**src/rtl/gpt_pkg.sv**
```systemverilog
package gpt_pkg;
  localparam int unsigned DATA_W     = 16;
  localparam int unsigned CODE_W     = 4;
  localparam int unsigned CTL_IE_BIT = 8;
  localparam int unsigned CTL_EN_BIT = 5;
  localparam int unsigned CTL_OS_BIT = 4;
  localparam int unsigned STS_BIT    = 0;
  localparam int unsigned CH_BASE    = 128;
  localparam int unsigned CH_STRIDE  = 128;
  localparam int unsigned OFF_CTRL   = 0;
  localparam int unsigned OFF_STS    = 4;
  localparam int unsigned OFF_LOAD   = 8;
  localparam int unsigned OFF_CNT    = 12;

  typedef struct packed {
    logic              ie;
    logic              en;
    logic              oneshot;
    logic [CODE_W-1:0] code;
  } ctl_t;
endpackage

```
**src/rtl/gpt_prescaler.sv**
```systemverilog
module gpt_prescaler
  import gpt_pkg::*;
#(
  parameter int unsigned LOG_MAX = 8
) (
  input  logic              clk,
  input  logic              rst,
  input  logic              restart,
  input  logic              run,
  input  logic [CODE_W-1:0] code,
  output logic              tick
);
  localparam int unsigned PW = (LOG_MAX < 1) ? 1 : LOG_MAX;

  logic [CODE_W-1:0] eff;
  logic [PW:0]       span;
  logic [PW-1:0]     mask;
  logic [PW-1:0]     cnt_q;

  assign eff  = (code > CODE_W'(LOG_MAX)) ? CODE_W'(LOG_MAX) : code;
  assign span = (PW+1)'(1) << eff;
  assign mask = PW'(span - (PW+1)'(1));
  assign tick = run && (cnt_q >= mask);

  always_ff @(posedge clk) begin
    if (rst || restart) begin
      cnt_q <= '0;
    end else if (run) begin
      cnt_q <= tick ? '0 : cnt_q + PW'(1);
    end
  end
endmodule

```
**src/rtl/gpt_channel.sv**
```systemverilog
module gpt_channel
  import gpt_pkg::*;
#(
  parameter int unsigned CNT_W   = 16,
  parameter int unsigned LOG_MAX = 8
) (
  input  logic              clk,
  input  logic              rst,
  input  logic              wr_ctrl,
  input  logic              wr_sts,
  input  logic              wr_load,
  input  logic [DATA_W-1:0] wdata,
  output logic [DATA_W-1:0] ctrl_o,
  output logic [DATA_W-1:0] sts_o,
  output logic [DATA_W-1:0] load_o,
  output logic [DATA_W-1:0] cnt_o,
  output logic              irq_o
);
  ctl_t             ctl_q, ctl_n, ctl_wr;
  logic             sts_q, sts_n;
  logic [CNT_W-1:0] load_q, load_n;
  logic [CNT_W-1:0] cnt_q, cnt_n;
  logic             irq_q;
  logic             start, stop_wr, tick, live_tick, expire;

  assign ctl_wr.ie      = wdata[CTL_IE_BIT];
  assign ctl_wr.en      = wdata[CTL_EN_BIT];
  assign ctl_wr.oneshot = wdata[CTL_OS_BIT];
  assign ctl_wr.code    = wdata[CODE_W-1:0];

  assign start     = wr_ctrl && ctl_wr.en && !ctl_q.en;
  assign stop_wr   = wr_ctrl && !ctl_wr.en;
  assign live_tick = tick && !stop_wr;
  assign expire    = live_tick && (cnt_q == load_q);

  gpt_prescaler #(.LOG_MAX(LOG_MAX)) u_psc (
    .clk    (clk),
    .rst    (rst),
    .restart(start),
    .run    (ctl_q.en),
    .code   (ctl_q.code),
    .tick   (tick)
  );

  always_comb begin
    ctl_n = ctl_q;
    if (wr_ctrl) begin
      ctl_n = ctl_wr;
    end else if (expire && ctl_q.oneshot) begin
      ctl_n.en = 1'b0;
    end

    cnt_n = cnt_q;
    if (start) begin
      cnt_n = '0;
    end else if (live_tick) begin
      if (expire) begin
        cnt_n = ctl_q.oneshot ? cnt_q : '0;
      end else begin
        cnt_n = cnt_q + CNT_W'(1);
      end
    end

    sts_n = sts_q;
    if (expire) begin
      sts_n = 1'b1;
    end else if (wr_sts && wdata[STS_BIT]) begin
      sts_n = 1'b0;
    end

    load_n = wr_load ? wdata[CNT_W-1:0] : load_q;
  end

  always_ff @(posedge clk) begin
    if (rst) begin
      ctl_q  <= '0;
      cnt_q  <= '0;
      sts_q  <= 1'b0;
      load_q <= '0;
      irq_q  <= 1'b0;
    end else begin
      ctl_q  <= ctl_n;
      cnt_q  <= cnt_n;
      sts_q  <= sts_n;
      load_q <= load_n;
      irq_q  <= sts_n && ctl_n.ie;
    end
  end

  always_comb begin
    ctrl_o                      = '0;
    ctrl_o[CTL_IE_BIT]          = ctl_q.ie;
    ctrl_o[CTL_EN_BIT]          = ctl_q.en;
    ctrl_o[CTL_OS_BIT]          = ctl_q.oneshot;
    ctrl_o[CODE_W-1:0]          = ctl_q.code;
    sts_o                       = '0;
    sts_o[STS_BIT]              = sts_q;
  end

  assign load_o = DATA_W'(load_q);
  assign cnt_o  = DATA_W'(cnt_q);
  assign irq_o  = irq_q;
endmodule

```
**src/rtl/gpt_regbus.sv**
```systemverilog
module gpt_regbus
  import gpt_pkg::*;
#(
  parameter int unsigned NUM_CH = 2,
  parameter int unsigned ADDR_W = 9
) (
  input  logic                           clk,
  input  logic                           rst,
  input  logic                           bus_en,
  input  logic                           bus_we,
  input  logic [ADDR_W-1:0]              bus_addr,
  input  logic [NUM_CH-1:0][DATA_W-1:0]  ctrl_i,
  input  logic [NUM_CH-1:0][DATA_W-1:0]  sts_i,
  input  logic [NUM_CH-1:0][DATA_W-1:0]  load_i,
  input  logic [NUM_CH-1:0][DATA_W-1:0]  cnt_i,
  output logic [NUM_CH-1:0]              wr_ctrl_o,
  output logic [NUM_CH-1:0]              wr_sts_o,
  output logic [NUM_CH-1:0]              wr_load_o,
  output logic [DATA_W-1:0]              rdata_o
);
  localparam int unsigned WIN_LSB = $clog2(CH_STRIDE);
  localparam int unsigned SEL_W   = ADDR_W - WIN_LSB;
  localparam int unsigned FIRST   = CH_BASE / CH_STRIDE;

  logic [WIN_LSB-1:0] off;
  logic [SEL_W-1:0]   win;
  logic               is_ctrl, is_sts, is_load, is_cnt, wr_req;
  logic [NUM_CH-1:0]  hit;
  logic [DATA_W-1:0]  rd_n;

  assign off     = bus_addr[WIN_LSB-1:0];
  assign win     = bus_addr[ADDR_W-1:WIN_LSB];
  assign is_ctrl = (off == WIN_LSB'(OFF_CTRL));
  assign is_sts  = (off == WIN_LSB'(OFF_STS));
  assign is_load = (off == WIN_LSB'(OFF_LOAD));
  assign is_cnt  = (off == WIN_LSB'(OFF_CNT));
  assign wr_req  = bus_en && bus_we;

  for (genvar i = 0; i < NUM_CH; i++) begin : g_dec
    assign hit[i]       = (win == SEL_W'(i + FIRST));
    assign wr_ctrl_o[i] = wr_req && hit[i] && is_ctrl;
    assign wr_sts_o[i]  = wr_req && hit[i] && is_sts;
    assign wr_load_o[i] = wr_req && hit[i] && is_load;
  end

  always_comb begin
    rd_n = '0;
    for (int i = 0; i < NUM_CH; i++) begin
      if (hit[i]) begin
        if (is_ctrl) rd_n = ctrl_i[i];
        if (is_sts)  rd_n = sts_i[i];
        if (is_load) rd_n = load_i[i];
        if (is_cnt)  rd_n = cnt_i[i];
      end
    end
  end

  always_ff @(posedge clk) begin
    if (rst) begin
      rdata_o <= '0;
    end else begin
      rdata_o <= (bus_en && !bus_we) ? rd_n : '0;
    end
  end
endmodule

```
**src/rtl/gpt_dual_timer.sv**
```systemverilog
module gpt_dual_timer
  import gpt_pkg::*;
#(
  parameter int unsigned NUM_CH  = 2,
  parameter int unsigned ADDR_W  = 9,
  parameter int unsigned CNT_W   = 16,
  parameter int unsigned LOG_MAX = 8
) (
  input  logic              clk,
  input  logic              rst,
  input  logic              bus_en,
  input  logic              bus_we,
  input  logic [ADDR_W-1:0] bus_addr,
  input  logic [15:0]       bus_wdata,
  output logic [15:0]       bus_rdata,
  output logic [NUM_CH-1:0] irq
);
  logic [NUM_CH-1:0][DATA_W-1:0] ch_ctrl, ch_sts, ch_load, ch_cnt;
  logic [NUM_CH-1:0]             wr_ctrl, wr_sts, wr_load;
  logic [NUM_CH-1:0]             ch_ie, ch_en, ch_os, ch_flag;
  logic [NUM_CH-1:0][CNT_W-1:0]  ch_val;

  gpt_regbus #(.NUM_CH(NUM_CH), .ADDR_W(ADDR_W)) u_bus (
    .clk      (clk),
    .rst      (rst),
    .bus_en   (bus_en),
    .bus_we   (bus_we),
    .bus_addr (bus_addr),
    .ctrl_i   (ch_ctrl),
    .sts_i    (ch_sts),
    .load_i   (ch_load),
    .cnt_i    (ch_cnt),
    .wr_ctrl_o(wr_ctrl),
    .wr_sts_o (wr_sts),
    .wr_load_o(wr_load),
    .rdata_o  (bus_rdata)
  );

  for (genvar i = 0; i < NUM_CH; i++) begin : g_ch
    gpt_channel #(.CNT_W(CNT_W), .LOG_MAX(LOG_MAX)) u_ch (
      .clk    (clk),
      .rst    (rst),
      .wr_ctrl(wr_ctrl[i]),
      .wr_sts (wr_sts[i]),
      .wr_load(wr_load[i]),
      .wdata  (bus_wdata),
      .ctrl_o (ch_ctrl[i]),
      .sts_o  (ch_sts[i]),
      .load_o (ch_load[i]),
      .cnt_o  (ch_cnt[i]),
      .irq_o  (irq[i])
    );
    assign ch_ie[i]   = ch_ctrl[i][CTL_IE_BIT];
    assign ch_en[i]   = ch_ctrl[i][CTL_EN_BIT];
    assign ch_os[i]   = ch_ctrl[i][CTL_OS_BIT];
    assign ch_flag[i] = ch_sts[i][STS_BIT];
    assign ch_val[i]  = ch_cnt[i][CNT_W-1:0];
  end
endmodule

```
**config.mk**
```make
export PLATFORM = sky130hd
export DESIGN_NAME = gpt_dual_timer
export DESIGN_NICKNAME = d
export VERILOG_FILES = /design/src/rtl/gpt_pkg.sv /design/src/rtl/gpt_prescaler.sv /design/src/rtl/gpt_channel.sv /design/src/rtl/gpt_regbus.sv /design/src/rtl/gpt_dual_timer.sv
export SDC_FILE = /design/constraint.sdc
export NUM_CORES = 1
export LEC_CHECK = 0
export BUFFER_PORTS_ARGS = -buffer_cell sky130_fd_sc_hd__clkbuf_2
export CAP_MARGIN = 0
export CORE_ASPECT_RATIO = 2
export CORE_MARGIN = 1
export CORE_UTILIZATION = 60
export DETAILED_ROUTE_END_ITERATION = 12
export PLACE_DENSITY_LB_ADDON = 0.12
export REMOVE_ABC_BUFFERS = 1
export SLEW_MARGIN = 5
export SYNTH_ARGS = -nofsm -noshare
export SYNTH_HDL_FRONTEND = slang
export SYNTH_SLANG_ARGS = --single-unit
```
**constraint.sdc**
```tcl
create_clock -name clk -period 4.1 [get_ports clk]
set_input_delay 0.205 -clock clk [delete_from_list [all_inputs] [get_ports clk]]
set_output_delay 0.205 -clock clk [all_outputs]
set_load 0.1 [all_outputs]
```
==> results of run 1 <==
placed cells by master, fill, tap and decap left out, drive strengths merged, types with 3 or more instances in the layout:
| cell | count |
|---|---|
| o22ai | 6 |
| dfxtp | 114 |
| or2 | 4 |
| clkbuf | 69 |
| o21a | 3 |
| o22a | 9 |
| buf | 5 |
| nand3 | 16 |
| nor4 | 7 |
| nor2 | 75 |
| and3 | 13 |
| nor2b | 11 |
| inv | 9 |
| a22oi | 31 |
| a32oi | 3 |
| nor4b | 3 |
| mux2i | 21 |
| nand4 | 18 |
| bufinv | 3 |
| ha | 22 |
| xnor2 | 46 |
| a21oi | 54 |
| and4 | 5 |
| a211oi | 5 |
| xor2 | 22 |
| o21ai | 17 |
| and2 | 7 |
| a21o | 8 |
| nand2 | 90 |
| nor3 | 12 |
| or3 | 10 |
| or4 | 3 |
| clkinvlp | 3 |
| nand2b | 7 |
through the flow:
stage                     cell area [um2]  utilization  hold slack [ns]  total power [mW]  worst slack [ns]
after floorplan                      5890            -            0.274              1.16             0.766
after global placement               6320        0.631            0.456              1.21             0.787
after detailed placement             6320        0.631            0.453              1.21             0.642
after CTS                            6940        0.693           0.0189              2.73             0.623
after global routing                 6940        0.693           0.0208              2.77             0.348
final                                6940        0.693           0.0263              2.72             0.617
synthesized netlist by cell type, drive strengths merged, types with 3 or more instances:
master	count
nor2b	11
dfxtp	114
a21oi	54
o22ai	6
nor2	75
inv	9
a211oi	5
mux2i	21
nor4	7
nand2	90
a21o	8
o22a	9
buf	20
or4	3
and3	13
nand3	16
o21ai	17
xnor2	46
xor2	22
or2	4
a22oi	31
nand2b	7
nand4	18
ha	22
or3	10
nor3	12
clkbuf	28
o21a	3
and2	7
a32oi	3
nor4b	3
and4	5
layer usage:
metal | up-vias | track usage | wire, um
met1 | 2619 | 0.338 | 5950
met3 | 62 | 0.0569 | 625
li1 | 2590 | - | -
met4 | 0 | 0.194 | 836
met5 | - | 0 | 0
met2 | 172 | 0.556 | 8580
kinds of logic (layout without fill, tap and decap cells):
| family | after synthesis | in the layout | synth area share |
|---|---|---|---|
| adder cells (fa/ha/maj) | 22 | 22 | 0.0447 |
| AND/OR/NAND/NOR | 285 | 285 | 0.235 |
| flip-flops | 114 | 114 | 0.370 |
| buffers and inverters | 58 | 91 | 0.0498 |
| AO/OA/AOI/OAI | 153 | 153 | 0.168 |
| multiplexers | 22 | 22 | 0.0359 |
| XOR/XNOR | 68 | 68 | 0.0967 |
critical path: cells and delay by family, from the launching register on:
kind	cells	cell delay, ns
simple gates	4	1.31
fa+ha+maj	2	0.45
compound gates	7	1.08
buf+inv	1	0.18
flops	1	0.39
how the worst max path moves through the flow:
stage | cells past startpoint | to | from | slack (ns)
3_3_place_gp | 14 | g_ch[0].u_ch.cnt_o[12]$_SDFFE_PP0P_ | g_ch[0].u_ch.ctrl_o[2]$_SDFFE_PP0P_ | 0.79
2_1_floorplan | 13 | g_ch[1].u_ch.cnt_o[13]$_SDFFE_PP0P_ | g_ch[1].u_ch.ctrl_o[0]$_SDFFE_PP0P_ | 0.77
5_1_grt | 15 | g_ch[0].u_ch.cnt_o[3]$_SDFFE_PP0P_ | g_ch[0].u_ch.ctrl_o[3]$_SDFFE_PP0P_ | 0.35
6_report | 14 | g_ch[0].u_ch.cnt_o[12]$_SDFFE_PP0P_ | g_ch[0].u_ch.ctrl_o[2]$_SDFFE_PP0P_ | 0.62
4_1_cts | 14 | g_ch[0].u_ch.cnt_o[12]$_SDFFE_PP0P_ | g_ch[0].u_ch.ctrl_o[2]$_SDFFE_PP0P_ | 0.62
3_5_place_dp | 14 | g_ch[0].u_ch.cnt_o[12]$_SDFFE_PP0P_ | g_ch[0].u_ch.ctrl_o[2]$_SDFFE_PP0P_ | 0.64
state kept, by name, indices dropped and copies added, names as in the netlist:
register / count
g_ch.u_ch.sts_q: 2
g_ch.u_ch.ctrl_o: 14
u_bus.rdata_o: 16
g_ch.u_ch.load_o: 32
g_ch.u_ch.irq_o: 2
g_ch.u_ch.u_psc.cnt_q: 16
g_ch.u_ch.cnt_o: 32
power by group through the flow:
stage	Clock, mW	Combinational [mW]	Sequential [mW]
2_1_floorplan	0	0.0300	1.13
3_3_place_gp	0	0.0779	1.13
3_5_place_dp	0	0.0786	1.13
4_1_cts	1.54	0.0792	1.11
5_1_grt	1.58	0.0852	1.11
6_report	1.53	0.0814	1.11
final cells by class:
type                       count  area share
multi-input combinational    550       0.515
clock buffer                  23      0.0703
timing repair buffer          51      0.0386
tap                          135      0.0243
clock inverter                 8      0.0182
inverter                       9     0.00487
sequential                   114       0.329
==> results.json, run 1 <==
{
  "overflow": 0,
  "worst-slew-pin-transition_ns": 1.14,
  "fp.dieW_um": 73.7,
  "ys_ff_latch": 114,
  "synth_area_per_cell_um2": 8.53,
  "power_frac_comb": 0.030,
  "rows": 52,
  "nets": 794,
  "gp_congestion": 0.906,
  "seq_area_frac_synth": 0.370,
  "cp_max_fo": 16,
  "antenna_found_initial": 0,
  "yosys.area.top_type_share": 0.370,
  "post-cts-setup-buffers": 0,
  "ctsHoldBuffers": 0,
  "p_sw_frac": 0.211,
  "r2r_end": "g_ch[0].u_ch.cnt_o[12]$_SDFFE_PP0P_",
  "dieArea_um2": 10700,
  "num-fill-cells": 870,
  "slowest_stage": "or3_4",
  "cp_cell_sequence": "nor3_1 > nand2b_1 > ha_1 > a21o_1 > a32oi_1 > ha_1 > a21oi_1 > o21bai_1 > o221a_2 > o31ai_1 > buf_4 > or3_4 > or3_2 > a21oi_1",
  "fin_crit_sh": 0.850,
  "dp.cells": 859,
  "track_usage": 0.318,
  "cp.arrival_ns": 3.83,
  "endpoint_kind": "register",
  "hold_viol_final": 0,
  "hpwl_mm": 11.8,
  "pwr-share-seq": 0.407,
  "grt_pass1_vias": 5374,
  "min_to": "g_ch[1].u_ch.load_o[11]$_SDFFE_PP0P_",
  "synthCells": 722,
  "ant_nets": 0,
  "status": "finished clean",
  "synthTopCellsByArea": "dfxtp_1, xnor2_1, nand2_1",
  "drt_iter0_markers": 329,
  "core_um2": 10000,
  "dr.pass1.iters": 5,
  "ys.flop_type": "dfxtp_1",
  "die_h_um": 145,
  "cts_sinks": 114,
  "p_leak_nw": 2.41,
  "setup_viol": 0,
  "via_count": 5443,
  "clock_path_buffers": 2,
  "min_path_cells": 3,
  "max_freq_ghz": 0.287,
  "synth_cell_types": 71,
  "ioPinCount": 47,
  "r2r_start": "g_ch[0].u_ch.ctrl_o[2]$_SDFFE_PP0P_",
  "numCtsBuffers": 17,
  "avgRoutedWirePerCell_um": 18.0,
  "ctsResizeCount": 0,
  "rsz0062_at_grt": "false",
  "synth.largest_area_cell": "dfxtp_1",
  "irDropWorstVdd_mv": 0.322,
  "ff2ff_setup_slack_ns": 0.62,
  "maxSlewViolCount": 0,
  "p_clk_frac": 0.563,
  "grt_max_degree": 40,
  "grt_pass1_wl_mm": 25.8,
  "power_switching_mw": 0.575,
  "finalSetupTns_ns": 0,
  "async_flop_share": 0,
  "regArea_um2": 2280,
  "clk_pin_slew_worst_paths_ns": 0.06,
  "wirelength_mm": 16.0,
  "slew_headroom": 0.238,
  "netlist_area_um2": 6160,
  "cts_tree": "built",
  "stdcell_count": 890,
  "drv_cap": 0,
  "areaGrowthSynthToFinish_pct": 12.6,
  "routed_via_density": 6.12,
  "antenna_cells": 0,
  "insertion_delay_ns": 0.42,
  "power_density_nw_per_um2": 392,
  "synth_edf_count": 0,
  "rr_worst_depth": 14,
  "fin_worst_skew_ns": 0.0101,
  "min_from": "bus_wdata[11]",
  "start_kind": "register",
  "drive_above_1_share": 0.147,
  "finalCriticalPeriod_ns": 3.48,
  "htreeDepth": 4,
  "cpPeakStageDelay_ns": 0.47,
  "critPathKind": "reg2reg",
  "yosys_warnings": 0,
  "cts_root_buf": "clkbuf_16",
  "crit_required_ns": 4.45,
  "drc": 0,
  "hold_class": "in2reg",
  "start_util": 0.615,
  "port_buffers": 46,
  "p_int_mw": 2.15,
  "multi_input_area_um2": 3570
}
Power figures use the tool's default switching activity.
==> inputs of run 2 (changes only) <==
--- a/config.mk
+++ b/config.mk
@@ -9,7 +9,7 @@
 export CAP_MARGIN = 0
 export CORE_ASPECT_RATIO = 2
 export CORE_MARGIN = 1
-export CORE_UTILIZATION = 60
+export CORE_UTILIZATION = 55
 export DETAILED_ROUTE_END_ITERATION = 12
 export PLACE_DENSITY_LB_ADDON = 0.12
 export REMOVE_ABC_BUFFERS = 1
==> constraint.sdc (replaced) <==
create_clock -name clk -period 3.06 [get_ports clk]
set_input_delay 0.153 -clock clk [delete_from_list [all_inputs] [get_ports clk]]
set_output_delay 0.153 -clock clk [all_outputs]
set_load 0.1 [all_outputs]
==> results.json, run 2 (synthesis gave the netlist of run 1 again) <==
{
  "dp.cells": 892,
  "rsz0062_at_grt": "true",
  "irDropWorstVdd_mv": 0.520,
  "clock_path_buffers": 2,
  "rr_worst_depth": 14,
  "power_density_nw_per_um2": 483,
  "critPathKind": "reg2reg",
  "drive_above_1_share": 0.221,
  "cp.arrival_ns": 3.46,
  "die_h_um": 152,
  "status": "finished with violations",
  "routed_via_density": 6.02,
  "areaGrowthSynthToFinish_pct": 22.1,
  "worst-slew-pin-transition_ns": 0.908,
  "grt_pass1_vias": 5481,
  "overflow": 0,
  "gp_congestion": 0.886,
  "core_um2": 10900,
  "hold_ws_ns": 0.00687,
  "endpoint_kind": "register",
  "start_kind": "register",
  "via_count": 5669,
  "hold_class": "in2reg",
  "p_leak_nw": 2.68,
  "nets": 840,
  "num-fill-cells": 853,
  "rows": 54,
  "ioPinCount": 47,
  "dr.pass1.iters": 6,
  "ant_nets": 0,
  "fin_worst_skew_ns": 0.00775,
  "finalSetupTns_ns": -0.151,
  "numCtsBuffers": 17,
  "cts_sinks": 114,
  "drt_iter0_markers": 452,
  "wirelength_mm": 17.7,
  "clk_pin_slew_worst_paths_ns": 0.06,
  "fp.dieW_um": 76.8,
  "start_util": 0.566,
  "antenna_cells": 0,
  "insertion_delay_ns": 0.42,
  "min_path_cells": 3,
  "fin_crit_sh": 1.01,
  "crit_required_ns": 3.41,
  "antenna_found_initial": 0,
  "setup_viol": 9,
  "port_buffers": 46,
  "htreeDepth": 4,
  "hpwl_mm": 12.6,
  "finalCriticalPeriod_ns": 3.10,
  "final_cell_mix": "dfxtp_1, nand2_1, nor2_1",
  "layout_commonest_cell": "dfxtp_1",
  "cts_tree": "built",
  "stdcell_count": 942,
  "p_total_mw": 3.63,
  "drc": 0,
  "avgRoutedWirePerCell_um": 18.7,
  "grt_max_degree": 33,
  "maxSlewViolCount": 0,
  "setup_ws_ns": -0.0432,
  "hold_viol_final": 0,
  "slew_headroom": 0.395,
  "track_usage": 0.305,
  "cts_root_buf": "clkbuf_16",
  "max_freq_ghz": 0.322,
  "drv_cap": 0,
  "violations": "setup timing",
  "cp_max_fo": 5,
  "dieArea_um2": 11700,
  "grt_pass1_wl_mm": 27.3
}
==> run 2: cell count changes in the layout (fill, tap and decap cells not counted), moves of 4 or more <==
cell	change
or3_4	+6
ha_1	-4
a21oi_1	-7
dlygate4sd3_1	+7
or3_2	-5
buf_4	+33
a21oi_2	+7
nor3_1	-4
==> run 2: cell type report <==
class,count,area [um2],area share
Tap cell,140,175,0.0233
Clock buffer,19,443,0.0589
Clock inverter,13,160,0.0213
Sequential cell,114,2280,0.304
Inverter,9,33.8,0.00449
Multi-Input combinational cell,552,3770,0.501
Timing Repair Buffer,95,657,0.0873
==> run 2: metrics by stage <==
| step | cell area, um2 | worst slack (ns) | util |
|---|---|---|---|
| after floorplan | 5890 | -0.274 | - |
| after global placement | 6550 | -0.0820 | 0.602 |
| after detailed placement | 6550 | -0.254 | 0.602 |
| after CTS | 7340 | -0.0530 | 0.675 |
| after global routing | 7520 | -0.153 | 0.692 |
| final | 7520 | -0.0432 | 0.692 |
==> run 2: critical path: stages, from the launching register on <==
cell,delay (ns)
dfxtp_2,0.32
or4_4,0.56
ha_4,0.21
nor3_4,0.10
a21o_1,0.10
a32oi_1,0.10
ha_1,0.34
o21ai_2,0.06
nand2b_1,0.12
o311ai_4,0.12
a221oi_2,0.20
buf_4,0.19
nand4_1,0.13
or3_1,0.38
a21oi_1,0.12
==> run 2: path summary, 6_finish.rpt <==
check	startpoint	end	slack (ns)
max	g_ch[1].u_ch.ctrl_o[3]$_SDFFE_PP0P_	g_ch[1].u_ch.cnt_o[13]$_SDFFE_PP0P_	-0.04
min	bus_wdata[15]	g_ch[1].u_ch.load_o[15]$_SDFFE_PP0P_	0.007
max reg2reg	g_ch[1].u_ch.ctrl_o[3]$_SDFFE_PP0P_	g_ch[1].u_ch.cnt_o[13]$_SDFFE_PP0P_	-0.04
min reg2reg	g_ch[1].u_ch.load_o[9]$_SDFFE_PP0P_	g_ch[1].u_ch.load_o[9]$_SDFFE_PP0P_	0.48
==> run 2: routing by layer <==
| metal | track usage | wire length [um] | vias to the layer above | part of all wire |
|---|---|---|---|---|
| li1 | - | - | 2690 | - |
| met1 | 0.311 | 6470 | 2696 | 0.37 |
| met2 | 0.571 | 9550 | 211 | 0.54 |
| met3 | 0.0599 | 713 | 72 | 0.040 |
| met4 | 0.176 | 915 | 0 | 0.052 |
| met5 | 0 | 0 | - | 0 |
==> run 2: power breakdown <==
group          internal (mW)  switching (mW)
sequential              1.49        0.000280
clock                   1.30           0.722
combinational         0.0430          0.0832
==> run 2: repair_timing <==
action	CTS	global route
endpoints found under the hold margin	11	0
pin swaps	6	21
cloned	1	2
endpoints found under the setup margin	15	41
setup buffers	4	4
hold buffers	7	0
resized for setup	17	27
